`src/rtl/wiper_mbb_pkg.sv`:
```
package wiper_mbb_pkg;
  typedef enum logic [1:0] {
    ST_IDLE  = 2'd0,
    ST_OVL   = 2'd1,
    ST_SHDN  = 2'd2,
    ST_RECON = 2'd3
  } seq_state_e;

  function automatic int unsigned mid_code(input int unsigned bits);
    return 32'd1 << (bits - 1);
  endfunction
endpackage

```
`src/rtl/wiper_code_store.sv`:
```
module wiper_code_store #(
  parameter int TAP_BITS = 7
) (
  input  logic                clk,
  input  logic                rst_n,
  input  logic                in_shdn,
  input  logic                wr_i,
  input  logic [TAP_BITS-1:0] wr_code_i,
  input  logic                glitch_i,
  output logic [TAP_BITS-1:0] code_o,
  output logic                glitch_hit_o
);
  import wiper_mbb_pkg::*;
  localparam logic [TAP_BITS-1:0] MID = TAP_BITS'(mid_code(TAP_BITS));

  assign glitch_hit_o = in_shdn & glitch_i;

  always_ff @(posedge clk) begin
    if (!rst_n)            code_o <= MID;
    else if (glitch_hit_o) code_o <= MID;
    else if (wr_i)         code_o <= wr_code_i;
  end
endmodule

```
`src/rtl/wiper_seq_ctrl.sv`:
```
module wiper_seq_ctrl #(
  parameter int TAP_BITS = 7,
  parameter int OVL_CYC  = 4
) (
  input  logic                clk,
  input  logic                rst_n,
  input  logic                run_i,
  input  logic [TAP_BITS-1:0] target_i,
  output logic [TAP_BITS-1:0] act_o,
  output logic [TAP_BITS-1:0] nxt_o,
  output logic                tap_on_o,
  output logic                two_on_o,
  output logic                array_en_o,
  output logic                shdn_path_o,
  output logic                busy_o,
  output logic                ovl_done_o
);
  import wiper_mbb_pkg::*;
  localparam logic [TAP_BITS-1:0] MID = TAP_BITS'(mid_code(TAP_BITS));
  localparam int CNT_W = (OVL_CYC > 1) ? $clog2(OVL_CYC) : 1;
  localparam logic [CNT_W-1:0] CNT_LOAD = CNT_W'(OVL_CYC - 1);

  seq_state_e       st;
  logic [CNT_W-1:0] cnt;

  assign ovl_done_o = (st == ST_OVL) && (cnt == '0) && run_i;

  always_ff @(posedge clk) begin
    if (!rst_n) begin
      st    <= ST_IDLE;
      act_o <= MID;
      nxt_o <= MID;
      cnt   <= '0;
    end else begin
      unique case (st)
        ST_IDLE: begin
          if (!run_i) st <= ST_SHDN;
          else if (target_i != act_o) begin
            st    <= ST_OVL;
            nxt_o <= target_i;
            cnt   <= CNT_LOAD;
          end
        end
        ST_OVL: begin
          if (!run_i) begin
            st    <= ST_SHDN;
            act_o <= nxt_o;
          end else if (cnt == '0) begin
            st    <= ST_IDLE;
            act_o <= nxt_o;
          end else begin
            cnt <= cnt - 1'b1;
          end
        end
        ST_SHDN: begin
          if (run_i) st <= ST_RECON;
        end
        ST_RECON: begin
          if (!run_i) st <= ST_SHDN;
          else begin
            st    <= ST_IDLE;
            act_o <= target_i;
          end
        end
        default: st <= ST_IDLE;
      endcase
    end
  end

  always_comb begin
    tap_on_o    = (st == ST_IDLE) || (st == ST_OVL);
    two_on_o    = (st == ST_OVL);
    array_en_o  = (st != ST_SHDN);
    shdn_path_o = (st == ST_SHDN);
    busy_o      = (st == ST_OVL) || ((st == ST_IDLE) && (target_i != act_o));
  end
endmodule

```
`src/rtl/wiper_tap_decode.sv`:
```
module wiper_tap_decode #(
  parameter int TAP_BITS = 7
) (
  input  logic                       tap_on_i,
  input  logic                       two_on_i,
  input  logic [TAP_BITS-1:0]        act_i,
  input  logic [TAP_BITS-1:0]        nxt_i,
  output logic [(1<<TAP_BITS)-1:0]   tap_en_o
);
  localparam int NTAPS = 1 << TAP_BITS;

  for (genvar i = 0; i < NTAPS; i++) begin : g_tap
    assign tap_en_o[i] = tap_on_i &
                         ((act_i == TAP_BITS'(i)) | (two_on_i & (nxt_i == TAP_BITS'(i))));
  end
endmodule

```
`src/rtl/wiper_mbb_seq.sv`:
```
module wiper_mbb_seq #(
  parameter int TAP_BITS = 7,
  parameter int OVL_CYC  = 4
) (
  input  logic                     clk,
  input  logic                     rst_n,
  input  logic                     run_i,
  input  logic                     wr_i,
  input  logic [TAP_BITS-1:0]      wr_code_i,
  input  logic                     glitch_i,
  output logic [(1<<TAP_BITS)-1:0] tap_en_o,
  output logic                     array_en_o,
  output logic                     shdn_path_o,
  output logic                     busy_o,
  output logic [TAP_BITS-1:0]      code_o
);
  logic [TAP_BITS-1:0] act_w, nxt_w;
  logic tap_on_w, two_on_w, ovl_done_w, glitch_hit_w;

  wiper_code_store #(.TAP_BITS(TAP_BITS)) u_store (
    .clk(clk), .rst_n(rst_n), .in_shdn(shdn_path_o), .wr_i(wr_i),
    .wr_code_i(wr_code_i), .glitch_i(glitch_i), .code_o(code_o),
    .glitch_hit_o(glitch_hit_w)
  );

  wiper_seq_ctrl #(.TAP_BITS(TAP_BITS), .OVL_CYC(OVL_CYC)) u_ctrl (
    .clk(clk), .rst_n(rst_n), .run_i(run_i), .target_i(code_o),
    .act_o(act_w), .nxt_o(nxt_w), .tap_on_o(tap_on_w), .two_on_o(two_on_w),
    .array_en_o(array_en_o), .shdn_path_o(shdn_path_o), .busy_o(busy_o),
    .ovl_done_o(ovl_done_w)
  );

  wiper_tap_decode #(.TAP_BITS(TAP_BITS)) u_dec (
    .tap_on_i(tap_on_w), .two_on_i(two_on_w), .act_i(act_w), .nxt_i(nxt_w),
    .tap_en_o(tap_en_o)
  );
endmodule

```
`config.mk`:
```
export PLATFORM = sky130hd
export DESIGN_NAME = wiper_mbb_seq
export DESIGN_NICKNAME = d
export VERILOG_FILES = /design/src/rtl/wiper_mbb_pkg.sv /design/src/rtl/wiper_code_store.sv /design/src/rtl/wiper_seq_ctrl.sv /design/src/rtl/wiper_tap_decode.sv /design/src/rtl/wiper_mbb_seq.sv
export SDC_FILE = /design/constraint.sdc
export NUM_CORES = 1
export LEC_CHECK = 0
export ABC_AREA = 1
export BUFFER_PORTS_ARGS = -buffer_cell sky130_fd_sc_hd__buf_2
export CORE_ASPECT_RATIO = 2
export CORE_MARGIN = 3
export CORE_UTILIZATION = 49
export DETAILED_ROUTE_END_ITERATION = 8
export GPL_TIMING_DRIVEN = 0
export HOLD_SLACK_MARGIN = 0.03
export PLACE_DENSITY = 0.81
export SLEW_MARGIN = 20
export SYNTH_ARGS = -nofsm -noshare
export SYNTH_HDL_FRONTEND = slang
export SYNTH_SLANG_ARGS = --single-unit
```
`constraint.sdc`:
```
create_clock -name clk -period 2.1 [get_ports clk]
set_clock_uncertainty 0.1 [all_clocks]
set_input_delay 0.21 -clock clk [delete_from_list [all_inputs] [get_ports clk]]
set_output_delay 0.21 -clock clk [all_outputs]
set_load 0.01 [all_outputs]
```
==> metrics.md <==
| Metric | Value |
|---|---|
| Status | `finished, violations left` |
| Failing checks | `design-rule violations, negative setup slack` |
| Share of layout cells above drive strength 1 | `37.67%` |
| Pleak | `2.374 nW` |
| Post-DR wirelength/cell | `19.80 um` |
| Core Rows | `41` |
| Yosys reg bits | `25` |
| Via density per instance | `6.332` |
| WP data required | `1.79 ns` |
| Total power | `2.084 mW` |
| Sequential area share after synthesis | `15.08%` |
| All-Layer GR Usage | `43.31%` |
| TritonCTS buffer count | `3` |
| Vias in the first global route | `5,493` |
| Mapped Cells | `685` |
| Reg clk slew, reported paths | `0.07 ns` |
| Setup violations, final | `13` |
| Pwr per Cell Area | `392.6 mW/mm^2` |
| Max-capacitance violation count | `0` |
| Initial core utilization | `51.36%` |
| Critical path start-end classification | `flop to primary output` |
| Number of failing hold endpoints at the final stage | `0` |
| Syn Nets | `698` |
| Cell Area, Placed | `0.004168 sq mm` |
| CTS max path bufs | `2` |
| Fmax | `434.5 MHz` |
| Largest net degree at the start of global routing | `16` |
| Pre-Repair DR Iteration Count | `9` |
| Clk sinks | `25` |
| FILL cells | `457` |
| Worst rel slew slack | `43.78%` |
| Peak supply drop | `0.0006954 V` |
| Nets@finish | `890` |
| First-pass GRT wire length | `26.85 mm` |
| Sum Neg Setup Slack | `-0.6661 ns` |
| Iter 0 DRT Violations | `1,153` |
| Most common cell after layout, fill and taps aside | `nand2_1` |
| Hold WC Path Type | `input pin to flop` |
| Post-Layout Inst Area | `0.005308 sq mm` |
| Highest-count cells in the layout ignoring fill and taps | `nand2_1 (292), buf_2 (152), a21oi_1 (114), nor2_1 (52), buf_4 (38)` |
| Final wirelength | `19.05 mm` |
| CTS tree | `yes` |
| Core ar. | `0.006464 sq mm` |
| Worst Setup Slack, final | `-0.2013 ns` |
| Ratio of final minimum period to clock period | `109.6%` |
| Die area | `0.007858 sq mm` |
| Cell with the largest stage delay on the worst path | `dfxtp_1` |
| Die height | `122.4 um` |
| Critical Path AT | `1.99 ns` |
| CP Cell Sequence | `inv_1 -> nand2_2 -> nor2_4 -> nand2_1 -> a21oi_1 -> buf_2` |
| Mapped cell area | `0.003319 sq mm` |
| Area Overhead vs Synth | `59.89%` |
| Unrepaired setup endpoints after global routing | `true` |
| Initial antenna violation count | `0` |
| Skew-Pair Late Insertion Delay | `0.27 ns` |
| DR DRC count | `1` |
| YS warnings | `0` |
| Final worst path period need | `2.301 ns` |
| Die W | `64.20 um` |
| Grt ovf | `0` |
| Distinct cells, synth | `25` |
| Syn Area/Cell | `4.846 sq um` |
| H-tree Lvls | `1` |
| Worst setup EP type | `primary output` |
| IO buf count | `148` |
| Vias | `6,091` |
| Max incr delay on CP | `0.38 ns` |
| RePlAce Congestion | `1.020` |
| Detailed placement HPWL | `12.68 mm` |
| CTS Root Cell | `clkbuf_16` |
| Fin. max-slew vios | `0` |
| ANT nets after route | `0` |
| Top fanout value on the critical path | `8` |
| Worst Tran Pin Value | `0.8433 ns` |
| CP Launch Type | `flop` |
| Antenna cells | `0` |
| Ports | `150` |
[worst paths after layout]
check	startpoint	end	slack [ns]	cells after the start
worst min register to register	u_ctrl.nxt_o[5]$_SDFFE_PN0P_	u_ctrl.nxt_o[5]$_SDFFE_PN0P_	0.44	2
worst min-delay path	wr_code_i[5]	u_store.code_o[5]$_SDFFE_PP0P_	0.06	3
worst max register to register	u_ctrl.cnt[0]$_SDFFE_PN0P_	u_ctrl.act_o[2]$_SDFFE_PN0P_	0.14	7
worst max-delay path	u_ctrl.act_o[1]$_SDFFE_PN0P_	tap_en_o[76]	-0.20	6
[worst max-delay path: cells and delay by family (launching register included)]
| kind | cells | cell delay (ns) |
|---|---|---|
| buf+inv | 2 | 0.37 |
| compound gates | 1 | 0.30 |
| flops | 1 | 0.38 |
| simple gates | 3 | 0.67 |
[stage by stage]
| stage | utilization (%) | cells | setup WS, ns | hold slack [ns] |
|---|---|---|---|---|
| 2_1_floorplan | - | 685 | 0.2890 | 0.2469 |
| 3_3_place_gp | 64.48 | 919 | -0.2564 | 0.3363 |
| 3_5_place_dp | 64.48 | 919 | -0.2586 | 0.3420 |
| 4_1_cts | 74.89 | 941 | -0.007764 | 0.06600 |
| 5_1_grt | 82.11 | 962 | -0.1403 | 0.09275 |
| 6_report | 82.11 | 962 | -0.2013 | 0.06060 |
[Yosys cell counts]
cell type  number  share of area, %
nand4_1         2              0.38
clkbuf_1       26               2.9
nand3_1         5              0.75
o22ai_1         1              0.19
o211ai_1        3              0.68
nor2_2          2              0.38
xnor2_1         1              0.26
a21oi_1       138                21
inv_2           5              0.57
nand2_2         1              0.19
ha_1            1              0.38
o21ai_1         4              0.60
o21bai_1        1              0.23
a31oi_1         3              0.57
o21ai_0        14               2.1
inv_1          33               3.7
nor3_2          7               2.1
o21a_1          1              0.23
buf_2          10               1.5
dfxtp_1        25                15
nand2_1       305                34
o2111ai_1       1              0.26
buf_1           2              0.23
nor2_1         75               8.5
nor3_1         19               2.9
[kinds of logic (layout without fill, tap and decap cells)]
group                      Yosys count  count (layout)  share of synthesized area (%)
and+or+nand+nor                    416             416                          49.64
xor gates and xnor gates             1               1                         0.2639
AOI/OAI and AO/OA                  166             166                          25.67
buffers and inverters               76             267                          8.971
adders and majority gates            1               1                         0.3769
DFF                                 25              25                          15.08
[timing repair]
item,4_1_cts,5_1_grt
endpoints found under the hold margin,0,0
gates cloned,1,1
hold buffers,0,0
pin swaps,22,25
setup endpoints to repair,132,129
buffers inserted,18,20
gates resized for setup,117,99
[layout make-up]
type	count	area, sq um	area share, %
multi-input cells	584	3103	58.46
clock buffers	3	75.07	1.414
flip-flops and latches	25	534.3	10.07
clock inverters	1	7.507	0.1414
plain buffers	37	241.5	4.550
inverters	38	155.1	2.923
well taps	86	107.6	2.027
repair buffers	188	1084	20.41
[registers in the layout, summed over array words and instances (netlist names)]
register	flops
u_ctrl.cnt	2
u_ctrl.st	2
u_store.code_o	7
u_ctrl.nxt_o	7
u_ctrl.act_o	7
[power breakdown]
group	switching, mW	internal (mW)
sequential	0.0770	0.522
combinational	0.728	0.312
clock	0.186	0.259
[layer usage]
| metal | share of wire (%) | vias to the layer above | track usage, % |
|---|---|---|---|
| li1 | - | 2605 | - |
| met2 | 48 | 654 | 76.99 |
| met5 | 0 | - | 0 |
| met1 | 30 | 2606 | 42.88 |
| met3 | 11 | 226 | 6.502 |
| met4 | 11 | 0 | 36.95 |
(Power assumes the default switching activity.)
